<file path="src/rtl/bic_pkg.sv">
package bic_pkg;

  typedef enum logic {
    POL_PLAIN    = 1'b0,
    POL_INVERTED = 1'b1
  } bic_pol_e;

  function automatic int bic_limit(input int width);
    return width / 2;
  endfunction

endpackage

</file>
<file path="src/rtl/bic_popcount.sv">
module bic_popcount #(
  parameter int DATA_W = 8,
  localparam int CNT_W = $clog2(DATA_W + 1)
) (
  input  logic [DATA_W-1:0] vec,
  output logic [CNT_W-1:0]  ones
);

  logic [CNT_W-1:0] bit_ext [DATA_W];

  for (genvar g = 0; g < DATA_W; g++) begin : g_ext
    assign bit_ext[g] = CNT_W'(vec[g]);
  end

  always_comb begin
    ones = '0;
    for (int i = 0; i < DATA_W; i++) begin
      ones = ones + bit_ext[i];
    end
  end

endmodule

</file>
<file path="src/rtl/bic_encoder.sv">
module bic_encoder
  import bic_pkg::*;
#(
  parameter int DATA_W = 8
) (
  input  logic              clk,
  input  logic              rst,
  input  logic              in_valid,
  input  logic [DATA_W-1:0] in_data,
  output logic [DATA_W-1:0] enc_data,
  output logic              enc_pol,
  output logic              enc_valid
);

  localparam int CNT_W = $clog2(DATA_W + 1);
  localparam int LIMIT = bic_limit(DATA_W);

  logic [DATA_W-1:0] line_q;
  logic [DATA_W-1:0] flip_mask;
  logic [CNT_W-1:0]  flip_cnt;
  bic_pol_e          pol_next;
  bic_pol_e          pol_q;

  assign flip_mask = in_data ^ line_q;

  bic_popcount #(.DATA_W(DATA_W)) i_popcount (
    .vec  (flip_mask),
    .ones (flip_cnt)
  );

  always_comb begin
    if (flip_cnt > CNT_W'(LIMIT)) pol_next = POL_INVERTED;
    else                          pol_next = POL_PLAIN;
  end

  always_ff @(posedge clk) begin
    if (rst) begin
      line_q    <= '0;
      pol_q     <= POL_PLAIN;
      enc_valid <= 1'b0;
    end else begin
      enc_valid <= in_valid;
      if (in_valid) begin
        pol_q  <= pol_next;
        line_q <= (pol_next == POL_INVERTED) ? ~in_data : in_data;
      end
    end
  end

  assign enc_data = line_q;
  assign enc_pol  = (pol_q == POL_INVERTED);

endmodule

</file>
<file path="src/rtl/bic_decoder.sv">
module bic_decoder #(
  parameter int DATA_W = 8
) (
  input  logic              clk,
  input  logic              rst,
  input  logic [DATA_W-1:0] rx_data,
  input  logic              rx_pol,
  input  logic              rx_valid,
  output logic [DATA_W-1:0] dec_data,
  output logic              dec_valid
);

  logic [DATA_W-1:0] restored;

  assign restored = rx_data ^ {DATA_W{rx_pol}};

  always_ff @(posedge clk) begin
    if (rst) begin
      dec_data  <= '0;
      dec_valid <= 1'b0;
    end else begin
      dec_valid <= rx_valid;
      if (rx_valid) dec_data <= restored;
    end
  end

endmodule

</file>
<file path="src/rtl/bus_invert_codec.sv">
module bus_invert_codec #(
  parameter int DATA_W = 8
) (
  input  logic              clk,
  input  logic              rst,
  input  logic              in_valid,
  input  logic [DATA_W-1:0] in_data,
  output logic [DATA_W-1:0] bus_data,
  output logic              bus_pol,
  output logic              bus_valid,
  output logic [DATA_W-1:0] out_data,
  output logic              out_valid
);

  bic_encoder #(.DATA_W(DATA_W)) i_encoder (
    .clk       (clk),
    .rst       (rst),
    .in_valid  (in_valid),
    .in_data   (in_data),
    .enc_data  (bus_data),
    .enc_pol   (bus_pol),
    .enc_valid (bus_valid)
  );

  bic_decoder #(.DATA_W(DATA_W)) i_decoder (
    .clk       (clk),
    .rst       (rst),
    .rx_data   (bus_data),
    .rx_pol    (bus_pol),
    .rx_valid  (bus_valid),
    .dec_data  (out_data),
    .dec_valid (out_valid)
  );

endmodule

</file>
<file path="config.mk">
export PLATFORM = sky130hd
export DESIGN_NAME = bus_invert_codec
export DESIGN_NICKNAME = d
export VERILOG_FILES = /design/src/rtl/bic_pkg.sv /design/src/rtl/bic_popcount.sv /design/src/rtl/bic_encoder.sv /design/src/rtl/bic_decoder.sv /design/src/rtl/bus_invert_codec.sv
export SDC_FILE = /design/constraint.sdc
export NUM_CORES = 1
export LEC_CHECK = 0
export ABC_CLOCK_PERIOD_IN_PS = 4200
export BUFFER_PORTS_ARGS = -buffer_cell sky130_fd_sc_hd__buf_4
export CORE_UTILIZATION = 30
export CTS_BUF_LIST = sky130_fd_sc_hd__clkbuf_2 sky130_fd_sc_hd__clkbuf_4 sky130_fd_sc_hd__clkbuf_8
export CTS_CLUSTER_SIZE = 24
export DETAILED_ROUTE_END_ITERATION = 7
export GPL_TIMING_DRIVEN = 0
export PLACE_DENSITY = 0.51
export SYNTH_ARGS = -nofsm -noshare
export SYNTH_HDL_FRONTEND = slang
export SYNTH_SLANG_ARGS = --single-unit
</file>
<file path="constraint.sdc">
create_clock -name clk -period 4.2 [get_ports clk]
set_input_delay 0.21 -clock clk [delete_from_list [all_inputs] [get_ports clk]]
set_output_delay 0.21 -clock clk [all_outputs]
set_load 0.02 [all_outputs]
</file>
==> results of run 1 <==
Yosys cell counts:
cell / count
o22a_1: 1
a211oi_1: 8
nor2b_1: 2
nor2_1: 10
a211oi_2: 1
dfxtp_1: 19
nand2b_1: 8
ha_1: 3
buf_6: 1
xor2_1: 3
fa_1: 4
a21oi_2: 1
xnor2_2: 1
inv_1: 6
or3b_2: 1
clkbuf_1: 4
and3b_1: 8
xnor2_1: 13
or3b_1: 7
o221ai_1: 16
buf_2: 4
power groups by stage:
stage	Sequential (mW)	Clock, mW	Combinational (mW)
after global routing	0.265	0.146	1.16
after floorplan	0.296	0	0.686
final	0.259	0.133	1.05
after global placement	0.263	0	0.964
after detailed placement	0.265	0	0.962
after CTS	0.261	0.136	0.967
critical path, cell delays in order, from the launching register on:
cell	delay (ns)
dfxtp_1	0.46
xnor2_1	0.14
fa_1	0.54
inv_1	0.05
fa_1	0.50
inv_1	0.06
fa_1	0.53
inv_1	0.04
ha_1	0.22
fa_1	0.45
nor2_2	0.36
o22a_1	0.23
buf_6	0.14
o221ai_1	0.11
per-layer routing:
metal / global-route usage [%] / vias to the layer above / part of all wire [%]
li1: - / 504 / -
met1: 18.2 / 469 / 45
met2: 23.6 / 27 / 50
met3: 4.23 / 2 / 4.9
met5: 0 / - / 0
met4: 2.72 / 0 / 0.21
area by class of cell:
type	instances	area [um^2]	share of cell area, %
Multi-Input combinational cell	87	758	49.5
Sequential cell	19	380	24.8
Timing Repair Buffer	29	218	14.2
Tap cell	48	60.1	3.92
Buffer	9	46.3	3.02
Clock buffer	3	41.3	2.70
Inverter	6	22.5	1.47
Clock inverter	1	5.00	0.327
logic make-up after synthesis:
logic type / after synthesis / synth area share, %
simple gates: 36 / 20.1
compound gates: 27 / 19.3
flops: 19 / 31.9
xor+xnor: 17 / 13.1
buf+inv: 15 / 5.76
fa+ha+maj: 7 / 9.85
worst max-delay path by stage:
stage,startpoint,to,slack (ns),depth (start not counted)
2_1_floorplan,i_encoder.enc_data[0]$_SDFFE_PP0P_,i_encoder.enc_data[6]$_SDFFE_PP0P_,0.35,13
3_3_place_gp,i_encoder.enc_data[0]$_SDFFE_PP0P_,i_encoder.enc_data[6]$_SDFFE_PP0P_,0.12,13
3_5_place_dp,i_encoder.enc_data[0]$_SDFFE_PP0P_,i_encoder.enc_data[7]$_SDFFE_PP0P_,0.12,13
4_1_cts,i_encoder.enc_data[0]$_SDFFE_PP0P_,i_encoder.enc_data[7]$_SDFFE_PP0P_,0.09,13
5_1_grt,i_encoder.enc_data[0]$_SDFFE_PP0P_,i_encoder.enc_data[1]$_SDFFE_PP0P_,0.02,13
6_report,i_encoder.enc_data[0]$_SDFFE_PP0P_,i_encoder.enc_data[7]$_SDFFE_PP0P_,0.24,13
stage by stage:
| stage | hold slack, ns | power, mW | std cells |
|---|---|---|---|
| finish | 0.280 | 1.44 | 202 |
| global route | 0.299 | 1.57 | 202 |
| CTS | 0.284 | 1.36 | 202 |
| detailed placement | 0.482 | 1.23 | 198 |
| global placement | 0.479 | 1.23 | 198 |
| floorplan | 0.436 | 0.982 | 121 |
registers in the layout, indices dropped and copies added (netlist names):
register and flops:
i_encoder.enc_valid 1, i_decoder.dec_valid 1, i_decoder.dec_data 8, i_encoder.enc_data 8, i_encoder.enc_pol 1
what timing repair did:
| item | 4_1_cts | 5_1_grt |
|---|---|---|
| endpoints found under the hold margin | 0 | 0 |
| resized for setup | 0 | 2 |
| setup endpoints to repair | 0 | 9 |
==> impl_metrics.json, run 1 <==
{
  "start_util_pct": 31.9,
  "holdPathEnd": "i_encoder.enc_data[6]$_SDFFE_PP0P_",
  "routed_wirelength_mm": 2.82,
  "place_area_mm2": 0.00147,
  "period_share_pct": 94.3,
  "leakage_nw": 0.625,
  "grt_max_degree": 12,
  "cts_hold_buf": 0,
  "grt_use_total_pct": 14.2,
  "irDropWorstVdd_v": 0.000617,
  "final_common_cell": "buf_4",
  "r2r_cells": 13,
  "place_ws_ns": 0.115,
  "ys_top_cells_by_area": "dfxtp_1 (32%), o221ai_1 (12%), xnor2_1 (9.5%)",
  "grt_pass1_vias": 974,
  "fin_nets": 173,
  "crit_type": "flip-flop to flip-flop",
  "final_cell_mix": "buf_4 (29), dfxtp_1 (19), o221ai_1 (16), xnor2_1 (13), nor2_1 (9)",
  "vias": 1002,
  "cts_made_buffers": 3,
  "fin_skew_ns": 0.0144,
  "gp_congestion": 0.764,
  "post-route-drc-count": 0,
  "fp.dieH_um": 65.1,
  "synth_area_mm2": 0.00119,
  "ant_nets": 0,
  "synth_top_cell_area_share_pct": 31.9,
  "rsz0062_at_grt": "false",
  "cp.required_ns": 4.33,
  "setup_ws_ns": 0.240,
  "syn-num-nets": 139,
  "worst_hold_path.num_cells": 3,
  "outcome": "finished, final reports clean",
  "finalMaxSlewViolations": 0,
  "postLayoutCellArea_mm2": 0.00153,
  "maxCapViolations": 0,
  "fmax_ghz": 0.253,
  "cts_buffer_depth": 2,
  "core-area_mm2": 0.00374,
  "cp_data_arrival_time_ns": 4.09,
  "clock-sinks": 19,
  "viasPerCell": 4.96,
  "clkPwrFrac_pct": 9.3,
  "slew_headroom_pct": 66.9,
  "postSynthAreaPerCell_um2": 9.86,
  "power_switching_mw": 0.736,
  "worstSetupEndpointType": "flip-flop",
  "cts_tree": "built",
  "antennaDiodeCount": 0,
  "h-tree-depth": 1,
  "seq_area_frac_synth_pct": 31.9,
  "antenna_found_initial": 0,
  "tns_ns": 0,
  "clock_latency_ns": 0.27,
  "die-area_mm2": 0.00423,
  "synth_largest_area_cell": "dfxtp_1",
  "ys_seq_elements": 19,
  "post_cts_buffers": 0,
  "finalSetupViolCount": 0,
  "rows": 22,
  "synth.distinct_cells": 21,
  "path_max_fanout": 9,
  "r2r_slack_ns": 0.24,
  "r2r_start": "i_encoder.enc_data[0]$_SDFFE_PP0P_",
  "grt_pass1_wl_mm": 4.56,
  "yosysWarnings": 0,
  "globalRouteOverflowTotal": 0,
  "ios": 30,
  "hold_violations": 0,
  "drive_gt1_share_pct": 27.9,
  "portBuffers": 29,
  "drt_iter0_drc": 21,
  "area_growth_pct": 28.3,
  "min_period_ns": 3.96,
  "synthCells": 121,
  "dieWidth_um": 65.1,
  "hold_path_class": "input pin to flip-flop",
  "p_seq_share_pct": 18.0,
  "root_buffer": "clkbuf_8",
  "start_kind": "flip-flop",
  "swShare_pct": 51.0,
  "hpwl_mm": 2.11,
  "dr.pass1.iters": 4,
  "pwr-share-comb_pct": 72.8,
  "hold_path_startpoint": "in_data[6]",
  "worst_pin_slew_ns": 0.496,
  "wl_per_cell_um": 13.9,
  "clkTransAtPathRegs_ns": 0.09,
  "fillers": 391,
  "power_density_mw_per_mm2": 942,
  "internal_power_mw": 0.707,
  "final_util_pct": 40.9,
  "r2r-end": "i_encoder.enc_data[7]$_SDFFE_PP0P_"
}
No activity file was read; power rests on OpenSTA's default activity.
==> run 2: changes to the inputs <==
Settings changed: BUFFER_PORTS_ARGS -buffer_cell sky130_fd_sc_hd__buf_4 to -buffer_cell sky130_fd_sc_hd__buf_2.
==> run 2 against run 1 <==
Against the previous run:
- count of clock-buffer cells in the layout unchanged
- first-iteration DRC count increased by 38%
- utilization decreased by 2.2 points
- hold slack gained 0.032 ns
- maximum frequency decreased by 0.58%
- register-to-register slack got worse by 0.02 ns
- sequential cell count unchanged
- critical path type unchanged
==> impl_metrics.json, run 2 (synthesis gave the netlist of run 1 again) <==
{
  "cts_tree": "built",
  "viasPerCell": 4.96,
  "ios": 30,
  "dp.cells": 198,
  "crit_type": "flip-flop to flip-flop",
  "dr.pass1.iters": 4,
  "finalSetupViolCount": 0,
  "ant_nets": 0,
  "final_cell_mix": "buf_2 (33), dfxtp_1 (19), o221ai_1 (16), xnor2_1 (13), nor2_1 (9)",
  "worst_hold_path.num_cells": 3,
  "cts_buffer_depth": 2,
  "root_buffer": "clkbuf_8",
  "r2r_start": "i_encoder.enc_data[0]$_SDFFE_PP0P_",
  "path_max_fanout": 9,
  "period_share_pct": 94.8,
  "seq_area_um2": 380,
  "dieWidth_um": 65.1,
  "routed_wirelength_mm": 2.77,
  "wl_per_cell_um": 13.7,
  "h-tree-depth": 1,
  "drive_gt1_share_pct": 27.9,
  "crit_family": "adder cells",
  "postLayoutCellArea_mm2": 0.00145,
  "antenna_found_initial": 0,
  "drt_iter0_drc": 29,
  "path_buf_inv": 4,
  "max_stage_delay_ns": 0.54,
  "rsz0062_at_grt": "false",
  "worst_pin_slew_ns": 0.517,
  "place_ws_ns": 0.112,
  "hold_path_class": "input pin to flip-flop",
  "clkTransAtPathRegs_ns": 0.08,
  "r2r-end": "i_encoder.enc_data[6]$_SDFFE_PP0P_",
  "cts_made_buffers": 3,
  "fin_nets": 173,
  "globalRouteOverflowTotal": 0,
  "min_period_ns": 3.98,
  "cp_cell_sequence": "xnor2_1 -> fa_1 -> inv_1 -> fa_1 -> inv_1 -> fa_1 -> inv_1 -> ha_1 -> fa_1 -> xnor2_2 -> o22a_1 -> buf_6 -> o221ai_1",
  "core-area_mm2": 0.00374,
  "area_growth_pct": 21.3,
  "worstSetupEndpointType": "flip-flop",
  "hpwl_mm": 2.07,
  "grt_use_total_pct": 14.8,
  "post-route-drc-count": 0,
  "fillers": 411,
  "vias": 1002,
  "r2r_slack_ns": 0.22,
  "portBuffers": 29,
  "clock_latency_ns": 0.26,
  "gp_congestion": 0.762,
  "setup_ws_ns": 0.217,
  "hold_violations": 0,
  "clock-sinks": 19,
  "rows": 22,
  "slew_headroom_pct": 65.5,
  "cp_slowest_cell": "fa_1",
  "place_area_mm2": 0.00140,
  "final_common_cell": "buf_2",
  "cts_hold_buf": 0,
  "cp_data_arrival_time_ns": 4.11,
  "outcome": "finished, final reports clean",
  "fmax_ghz": 0.251,
  "cp.required_ns": 4.32,
  "finalMaxSlewViolations": 0,
  "holdPathEnd": "i_encoder.enc_data[5]$_SDFFE_PP0P_",
  "post_cts_buffers": 0,
  "crit_top_cell": "fa_1",
  "start_util_pct": 31.9,
  "multi_input_area_um2": 747,
  "die-area_mm2": 0.00423,
  "fin_skew_ns": 0.00794,
  "tns_ns": 0,
  "antennaDiodeCount": 0,
  "grt_max_degree": 12,
  "grt_pass1_vias": 1012,
  "fp.dieH_um": 65.1,
  "cts_resized": 0,
  "maxCapViolations": 0,
  "start_kind": "flip-flop",
  "grt_pass1_wl_mm": 4.84,
  "hold_path_startpoint": "in_data[5]",
  "r2r_cells": 13,
  "layout.cells.non_filler": 202
}
==> run 2: cell count changes in the layout (fill, tap and decap cells not counted) <==
cell,delta
buf_2,+29
buf_4,-29
xnor2_4,-1
xnor2_2,+1
==> run 2: worst register-to-register path, stage by stage, from the launching register on <==
cell      delay [ns]
dfxtp_1         0.44
xnor2_1         0.14
fa_1            0.54
inv_1           0.05
fa_1            0.50
inv_1           0.05
fa_1            0.52
inv_1           0.04
ha_1            0.23
fa_1            0.42
xnor2_2         0.45
o22a_1          0.21
buf_6           0.14
o221ai_1        0.12
==> run 2: worst max-delay path by stage <==
stage                                                  start                                  to  slack [ns]  cells after the start
final                     i_encoder.enc_data[0]$_SDFFE_PP0P_  i_encoder.enc_data[6]$_SDFFE_PP0P_        0.22                     13
after global placement    i_encoder.enc_data[0]$_SDFFE_PP0P_  i_encoder.enc_data[6]$_SDFFE_PP0P_        0.14                     13
after detailed placement  i_encoder.enc_data[0]$_SDFFE_PP0P_  i_encoder.enc_data[6]$_SDFFE_PP0P_        0.11                     13
after global routing      i_encoder.enc_data[0]$_SDFFE_PP0P_  i_encoder.enc_data[6]$_SDFFE_PP0P_        0.04                     13
after CTS                 i_encoder.enc_data[0]$_SDFFE_PP0P_  i_encoder.enc_data[6]$_SDFFE_PP0P_        0.09                     13
after floorplan           i_encoder.enc_data[0]$_SDFFE_PP0P_  i_encoder.enc_data[6]$_SDFFE_PP0P_        0.35                     13
==> run 2: cell type report <==
| type | instances | area share [%] |
|---|---|---|
| Multi-Input combinational cell | 87 | 51.6 |
| Sequential cell | 19 | 26.3 |
| Timing Repair Buffer | 29 | 10.0 |
| Tap cell | 48 | 4.15 |
| Buffer | 9 | 3.20 |
| Clock buffer | 3 | 2.85 |
| Inverter | 6 | 1.56 |
| Clock inverter | 1 | 0.346 |
==> run 2: through the flow <==
step	hold WS [ns]	utilization (%)
floorplan	0.436	-
global placement	0.477	37.4
detailed placement	0.480	37.4
CTS	0.310	38.6
global route	0.320	38.7
finish	0.312	38.7
==> run 2: metal layers <==
metal	wire length [um]	vias to the layer above	GRT usage (%)
li1	-	505	-
met1	1310	459	20.5
met2	1260	34	22.7
met3	186	4	4.75
met4	13	0	2.72
met5	0	-	0
Power of run 2 is not shown: default switching activity piles up to over one toggle a cycle in this logic, so the estimate is an artifact.
